### src/rtl/ecc_rmw_pkg.sv
package ecc_rmw_pkg;

   typedef enum logic [2:0] {
      ST_IDLE,
      ST_RD_REQ,
      ST_RD_WAIT,
      ST_MERGE,
      ST_WR_REQ,
      ST_RESP
   } rmw_state_e;

   // Number of Hamming parity bits needed for dw data bits.
   function automatic int hamming_bits(input int dw);
      int p;
      p = 1;
      for (int k = 0; k < 20; k++) begin
         if ((1 << p) < dw + p + 1) p++;
      end
      return p;
   endfunction

   // Codeword position (1-based) of data bit j: the j-th non power of two.
   function automatic int data_pos(input int j);
      int cnt;
      int res;
      cnt = 0;
      res = 0;
      for (int q = 1; q < j + 40; q++) begin
         if ((q & (q - 1)) != 0) begin
            if (cnt == j && res == 0) res = q;
            cnt++;
         end
      end
      return res;
   endfunction

endpackage

### src/rtl/ecc_rmw_enc.sv
module ecc_rmw_enc
   import ecc_rmw_pkg::*;
#(
   parameter  int DATA_W = 32,
   localparam int PAR_W  = hamming_bits(DATA_W),
   localparam int CHK_W  = PAR_W + 1
) (
   input  logic [DATA_W-1:0] data,
   output logic [CHK_W-1:0]  check
);

   function automatic logic [DATA_W-1:0] cover_mask(input int i);
      logic [DATA_W-1:0] m;
      for (int j = 0; j < DATA_W; j++) begin
         m[j] = ((data_pos(j) >> i) & 1) == 1;
      end
      return m;
   endfunction

   logic [PAR_W-1:0] par;

   for (genvar i = 0; i < PAR_W; i++) begin : g_par
      localparam logic [DATA_W-1:0] MASK = cover_mask(i);
      assign par[i] = ^(data & MASK);
   end

   assign check = {(^data) ^ (^par), par};

endmodule

### src/rtl/ecc_rmw_dec.sv
module ecc_rmw_dec
   import ecc_rmw_pkg::*;
#(
   parameter  int DATA_W = 32,
   localparam int PAR_W  = hamming_bits(DATA_W),
   localparam int CHK_W  = PAR_W + 1
) (
   input  logic [DATA_W-1:0] rdata,
   input  logic [CHK_W-1:0]  rcheck,
   output logic [DATA_W-1:0] cdata,
   output logic              single_err,
   output logic              double_err
);

   localparam logic [PAR_W-1:0] LAST_POS = PAR_W'(DATA_W + PAR_W);

   logic [CHK_W-1:0] fresh;
   logic [PAR_W-1:0] syn;
   logic             ov;

   ecc_rmw_enc #(.DATA_W(DATA_W)) u_enc (
      .data  (rdata),
      .check (fresh)
   );

   assign syn = fresh[PAR_W-1:0] ^ rcheck[PAR_W-1:0];
   // overall parity over the received codeword
   assign ov  = fresh[PAR_W] ^ rcheck[PAR_W] ^ (^syn);

   assign single_err = ov && (syn <= LAST_POS);
   assign double_err = (!ov && (syn != '0)) || (ov && (syn > LAST_POS));

   for (genvar j = 0; j < DATA_W; j++) begin : g_fix
      localparam int POS = data_pos(j);
      assign cdata[j] = rdata[j] ^ (ov && (syn == POS[PAR_W-1:0]));
   end

endmodule

### src/rtl/ecc_rmw_merge.sv
module ecc_rmw_merge #(
   parameter  int DATA_W = 32,
   localparam int BE_W   = DATA_W / 8
) (
   input  logic [DATA_W-1:0] old_word,
   input  logic [DATA_W-1:0] new_word,
   input  logic [BE_W-1:0]   be,
   output logic [DATA_W-1:0] merged
);

   for (genvar k = 0; k < BE_W; k++) begin : g_lane
      assign merged[8*k +: 8] = be[k] ? new_word[8*k +: 8] : old_word[8*k +: 8];
   end

endmodule

### src/rtl/ecc_rmw_ctrl.sv
module ecc_rmw_ctrl
   import ecc_rmw_pkg::*;
#(
   parameter  int DATA_W = 32,
   parameter  int ADDR_W = 10,
   parameter  bit ECC_ON = 1'b1,
   localparam int BE_W   = DATA_W / 8,
   localparam int CHK_W  = hamming_bits(DATA_W) + 1
) (
   input  logic              clk,
   input  logic              rst_n,
   input  logic              req_valid,
   output logic              req_ready,
   input  logic              req_write,
   input  logic [ADDR_W-1:0] req_addr,
   input  logic [DATA_W-1:0] req_wdata,
   input  logic [BE_W-1:0]   req_be,
   output logic              rsp_valid,
   output logic [DATA_W-1:0] rsp_rdata,
   output logic              rsp_err,
   output logic              corr_pulse,
   output logic              mem_cmd_valid,
   input  logic              mem_cmd_ready,
   output logic              mem_cmd_write,
   output logic [ADDR_W-1:0] mem_addr,
   output logic [DATA_W-1:0] mem_wdata,
   output logic [CHK_W-1:0]  mem_wcheck,
   output logic [BE_W-1:0]   mem_wbe,
   input  logic              mem_rvalid,
   input  logic [DATA_W-1:0] mem_rdata,
   input  logic [CHK_W-1:0]  mem_rcheck
);

   localparam logic [BE_W-1:0] BE_ALL = '1;

   if (DATA_W < 8 || (DATA_W % 8) != 0) begin : g_bad_width
      $error("ecc_rmw_ctrl: DATA_W must be a positive multiple of 8");
   end
   if (ADDR_W < 1) begin : g_bad_addr
      $error("ecc_rmw_ctrl: ADDR_W must be at least 1");
   end

   rmw_state_e        state_q, state_d;
   logic [ADDR_W-1:0] addr_q;
   logic [DATA_W-1:0] wdata_q;
   logic [DATA_W-1:0] word_q;
   logic [BE_W-1:0]   be_q;
   logic              wr_q;
   logic              err_q;
   logic              ce_q;

   logic [DATA_W-1:0] fix_data;
   logic [DATA_W-1:0] merged;
   logic [CHK_W-1:0]  enc_chk;
   logic              sgl_err;
   logic              dbl_err;
   logic              accept;
   logic              partial_in;

   assign accept     = req_valid && req_ready;
   assign partial_in = (req_be != BE_ALL) && (req_be != '0);

   if (ECC_ON) begin : g_ecc
      ecc_rmw_enc #(.DATA_W(DATA_W)) u_enc (
         .data  (word_q),
         .check (enc_chk)
      );
      ecc_rmw_dec #(.DATA_W(DATA_W)) u_dec (
         .rdata      (mem_rdata),
         .rcheck     (mem_rcheck),
         .cdata      (fix_data),
         .single_err (sgl_err),
         .double_err (dbl_err)
      );
      assign mem_wbe = BE_ALL;
   end else begin : g_raw
      assign enc_chk  = '0;
      assign fix_data = mem_rdata;
      assign sgl_err  = 1'b0;
      assign dbl_err  = 1'b0;
      assign mem_wbe  = be_q;
   end

   ecc_rmw_merge #(.DATA_W(DATA_W)) u_merge (
      .old_word (word_q),
      .new_word (wdata_q),
      .be       (be_q),
      .merged   (merged)
   );

   always_comb begin
      state_d = state_q;
      unique case (state_q)
         ST_IDLE: begin
            if (req_valid) begin
               if (!req_write)                  state_d = ST_RD_REQ;
               else if (req_be == '0)           state_d = ST_RESP;
               else if (!ECC_ON || !partial_in) state_d = ST_WR_REQ;
               else                             state_d = ST_RD_REQ;
            end
         end
         ST_RD_REQ:  if (mem_cmd_ready) state_d = ST_RD_WAIT;
         ST_RD_WAIT: begin
            if (mem_rvalid) begin
               if (!wr_q || dbl_err) state_d = ST_RESP;
               else                  state_d = ST_MERGE;
            end
         end
         ST_MERGE:   state_d = ST_WR_REQ;
         ST_WR_REQ:  if (mem_cmd_ready) state_d = ST_RESP;
         ST_RESP:    state_d = ST_IDLE;
         default:    state_d = ST_IDLE;
      endcase
   end

   always_ff @(posedge clk or negedge rst_n) begin
      if (!rst_n) begin
         state_q <= ST_IDLE;
         addr_q  <= '0;
         wdata_q <= '0;
         word_q  <= '0;
         be_q    <= '0;
         wr_q    <= 1'b0;
         err_q   <= 1'b0;
         ce_q    <= 1'b0;
      end else begin
         state_q <= state_d;
         ce_q    <= (state_q == ST_RD_WAIT) && mem_rvalid && sgl_err;
         if (accept) begin
            addr_q  <= req_addr;
            wdata_q <= req_wdata;
            word_q  <= req_wdata;
            be_q    <= req_be;
            wr_q    <= req_write;
            err_q   <= 1'b0;
         end else if (state_q == ST_RD_WAIT && mem_rvalid) begin
            word_q <= fix_data;
            err_q  <= dbl_err;
         end else if (state_q == ST_MERGE) begin
            word_q <= merged;
         end
      end
   end

   assign req_ready     = (state_q == ST_IDLE);
   assign mem_cmd_valid = (state_q == ST_RD_REQ) || (state_q == ST_WR_REQ);
   assign mem_cmd_write = (state_q == ST_WR_REQ);
   assign mem_addr      = addr_q;
   assign mem_wdata     = word_q;
   assign mem_wcheck    = enc_chk;
   assign rsp_valid     = (state_q == ST_RESP);
   assign rsp_rdata     = word_q;
   assign rsp_err       = err_q;
   assign corr_pulse    = ce_q;

endmodule

### config.mk
export PLATFORM = sky130hd
export DESIGN_NAME = ecc_rmw_ctrl
export DESIGN_NICKNAME = d
export VERILOG_FILES = /design/src/rtl/ecc_rmw_pkg.sv /design/src/rtl/ecc_rmw_enc.sv /design/src/rtl/ecc_rmw_dec.sv /design/src/rtl/ecc_rmw_merge.sv /design/src/rtl/ecc_rmw_ctrl.sv
export SDC_FILE = /design/constraint.sdc
export NUM_CORES = 1
export LEC_CHECK = 0
export BUFFER_PORTS_ARGS = -buffer_cell sky130_fd_sc_hd__buf_2
export CORE_ASPECT_RATIO = 1.5
export CORE_UTILIZATION = 39
export CTS_CLUSTER_DIAMETER = 60
export DETAILED_ROUTE_END_ITERATION = 7
export PLACE_DENSITY = 0.72
export SYNTH_ARGS = -nofsm -noshare
export SYNTH_HDL_FRONTEND = slang
export SYNTH_SLANG_ARGS = --single-unit
### constraint.sdc
create_clock -name clk -period 3.34 [get_ports clk]
set_input_delay 0.167 -clock clk [delete_from_list [all_inputs] [get_ports clk]]
set_output_delay 0.167 -clock clk [all_outputs]
set_load 0.005 [all_outputs]
==> out/results.ini <==
[outcome]
outcome = complete, but fails checks
violations = hold timing

[detailed_routing]
route.detailed.drc = 0
viasPerCell = 4.97
dr.first_iter.drc_count = 252
totalWireLength_um = 16700
dr.pass1.iters = 6
wl_per_cell_um = 16.8
ant_nets = 0
vias = 4950

[clock_network]
post_cts_buffers = 0
numCtsBuffers = 9
h-tree-depth = 3
cts_tree = done
clk_latency_ps = 340
clock-sinks = 84
cts_resized = 0
clkTransAtPathRegs_ps = 60
cts_hold_buffers = 0
cts_root_buf = clkbuf_16
clk_path_buf_depth = 2

[sta]
period_share_pct = 87.4
fin_skew_ps = 5.19
finalSetupTns_ps = 0
period_minus_slack_ps = 2920
clock.fmax_mhz = 343
setup_viol = 0
setup_slack_ps = 422
slew_viol_final = 0
worstMarginPinSlew_ps = 923
relSlewSlack_pct = 38.5
hold_ws_ps = -41.2
hold_violations = 47
rsz0062_at_grt = no

[pwr]
power.switching_mw = 4.79
swShare_pct = 44.1
power.density_nw_per_um2 = 1570
pwr-share-seq_pct = 18.9
p_clk_share_pct = 9.1
internal_power_mw = 6.07
total_power_mw = 10.9
p_comb_share_pct = 72.0
p_leak_nw = 3.27
peakVddDrop_v = 0.00273

[setup_path]
cp_max_fo = 17
worst_setup_path_start_kind = input pin
arrival_ps = 3180
worstPathRequired_ps = 3600
cp-end-kind = register
path_class = input pin to register

[floorplanning]
design.core.area_um2 = 14500
dieArea_um2 = 15300
die_h_um = 151
rows = 54
start_util_pct = 39.8
die_x_um = 101
ios = 182

[final_layout]
fin_area_um2 = 6910
syn_to_final_growth_pct = 19.4
final_util_pct = 47.6
multi_input_area_um2 = 3310
regArea_um2 = 2100
n_antenna_cell = 0
final_cell_count_no_fill = 995
drive_gt1_share_pct = 26.8
nNetsFinal = 887
fillers = 1468

[placement]
hpwl_um = 12800
dp_slack_ps = 154
globalplace.congestion = 0.906
placed_cells = 981
placed_area_um2 = 6630
io_buffers = 177

[synth]
synth_top_area_share_pct = 36.3
yosysWarningCount = 0
syn_area_per_cell_um2 = 8.77
async_flop_share_pct = 100
synth-main-ff-cell = dfrtp_1
synth_top_area_cell = dfrtp_1
synth_area_leaders = dfrtp_1 36%, xnor2_1 18%, nand2_1 11%
ys_seq_elements = 84
synth_edf_count = 0
synth_cells = 660
netlist_area_um2 = 5790
yosys.cell_types.count = 51
yosysSeqAreaShare_pct = 36.3

[global_route]
grt_pass1_vias = 4880
grt_antenna_before_repair = 0
grt_max_degree = 72
grt_use_total_pct = 22.6
grt_overflow_total = 0
grt_pass1_wl_um = 25800

[hold_path]
timing.hold.worst.class = input pin to asynchronous set/reset pin

[job]
maxCapViolations = 0

## synth_stat cells (all sizes together) (2+ instances only)
library cell / n
a211o: 2
a21o: 2
a21oi: 20
a31oi: 2
a41oi: 6
and2: 3
and3: 3
buf: 43
clkbuf: 22
dfrtp: 84
inv: 2
nand2: 173
nand2b: 5
nand3: 23
nor2: 30
nor2b: 2
nor3: 15
nor3b: 2
nor4: 5
o21a: 6
o21ai: 11
o221a: 2
o22ai: 18
or2: 3
or3: 3
xnor2: 118
xnor3: 13
xor2: 28
## worst max-delay path, stage by stage
cell     delay, ps
buf_2          130
xnor3_1        480
xnor2_1        240
xnor3_2        400
xor2_2         170
xnor3_2        610
nor4_1         490
xor2_1         220
nand2_1         80
a31oi_1        170
## state kept, by name (all words and copies together), names as in the netlist
| register | count |
|---|---|
| mem_wdata | 32 |
| mem_addr | 10 |
| rsp_err | 1 |
| wdata_q | 32 |
| corr_pulse | 1 |
| state_q | 3 |
| wr_q | 1 |
| be_q | 4 |
## cells by family (layout without fill, tap and decap cells)
family | Yosys count | after routing | synth area share, %
buffers and inverters | 67 | 203 | 6.83
other | 1 | 4 | 0.0648
and+or+nand+nor | 272 | 272 | 20.2
DFF | 84 | 84 | 36.3
AOI/OAI and AO/OA | 76 | 76 | 8.56
xor gates and xnor gates | 160 | 160 | 28.0
## final timing paths
path | start | endpoint | slack [ps] | depth (start not counted)
max reg2reg | state_q[2]$_DFFE_PN0P_ | mem_wdata[2]$_DFFE_PN0P_ | 720 | 6
min in group clk | req_addr[7] | mem_addr[7]$_DFFE_PN0P_ | 10 | 3
min reg2reg | wdata_q[0]$_DFFE_PN0P_ | wdata_q[0]$_DFFE_PN0P_ | 470 | 2
min | rst_n | wdata_q[19]$_DFFE_PN0P_ | -40 | 1
max in group asynchronous | rst_n | be_q[3]$_DFFE_PN0P_ | 2630 | 2
max | mem_rdata[15] | mem_wdata[23]$_DFFE_PN0P_ | 420 | 10
## cell type report
cell class | count | area share (%)
clock inverter | 4 | 0.761
clock buffer | 10 | 3.31
inverter | 2 | 0.109
timing repair buffer | 187 | 13.9
sequential | 84 | 30.4
tap | 196 | 3.55
multi-input combinational | 512 | 47.9
## layout by cell type (no fill, tap or decap), types with 6 or more instances in the layout
cell	netlist	final
buf_2	1	176
nand2_1	173	173
xnor2_1	116	116
dfrtp_1	84	84
nor2_1	30	30
xor2_1	27	27
nand3_1	23	23
a21oi_1	20	20
o22ai_1	18	18
nor3_1	14	14
xnor3_1	11	11
buf_4	36	11
o21ai_0	10	10
clkbuf_16	0	9
a41oi_1	6	6
o21a_1	6	6
## power by group through the flow
stage               combinational [mW]  sequential, mW  clock (mW)
floorplan                         5.57            1.92           0
global placement                  7.80            2.07           0
detailed placement                7.82            2.08           0
CTS                               7.86            2.07        1.00
global route                      8.49            2.13        1.05
finish                            7.82            2.06       0.984
## routing by layer
layer / track usage [%] / vias to the layer above / share of wire (%)
met5: 0 / - / 0
met3: 2.77 / 38 / 5.2
met1: 26.5 / 2311 / 39
met2: 40.9 / 190 / 52
li1: - / 2411 / -
met4: 9.71 / 0 / 3.2
Power figures use the tool's default switching activity.
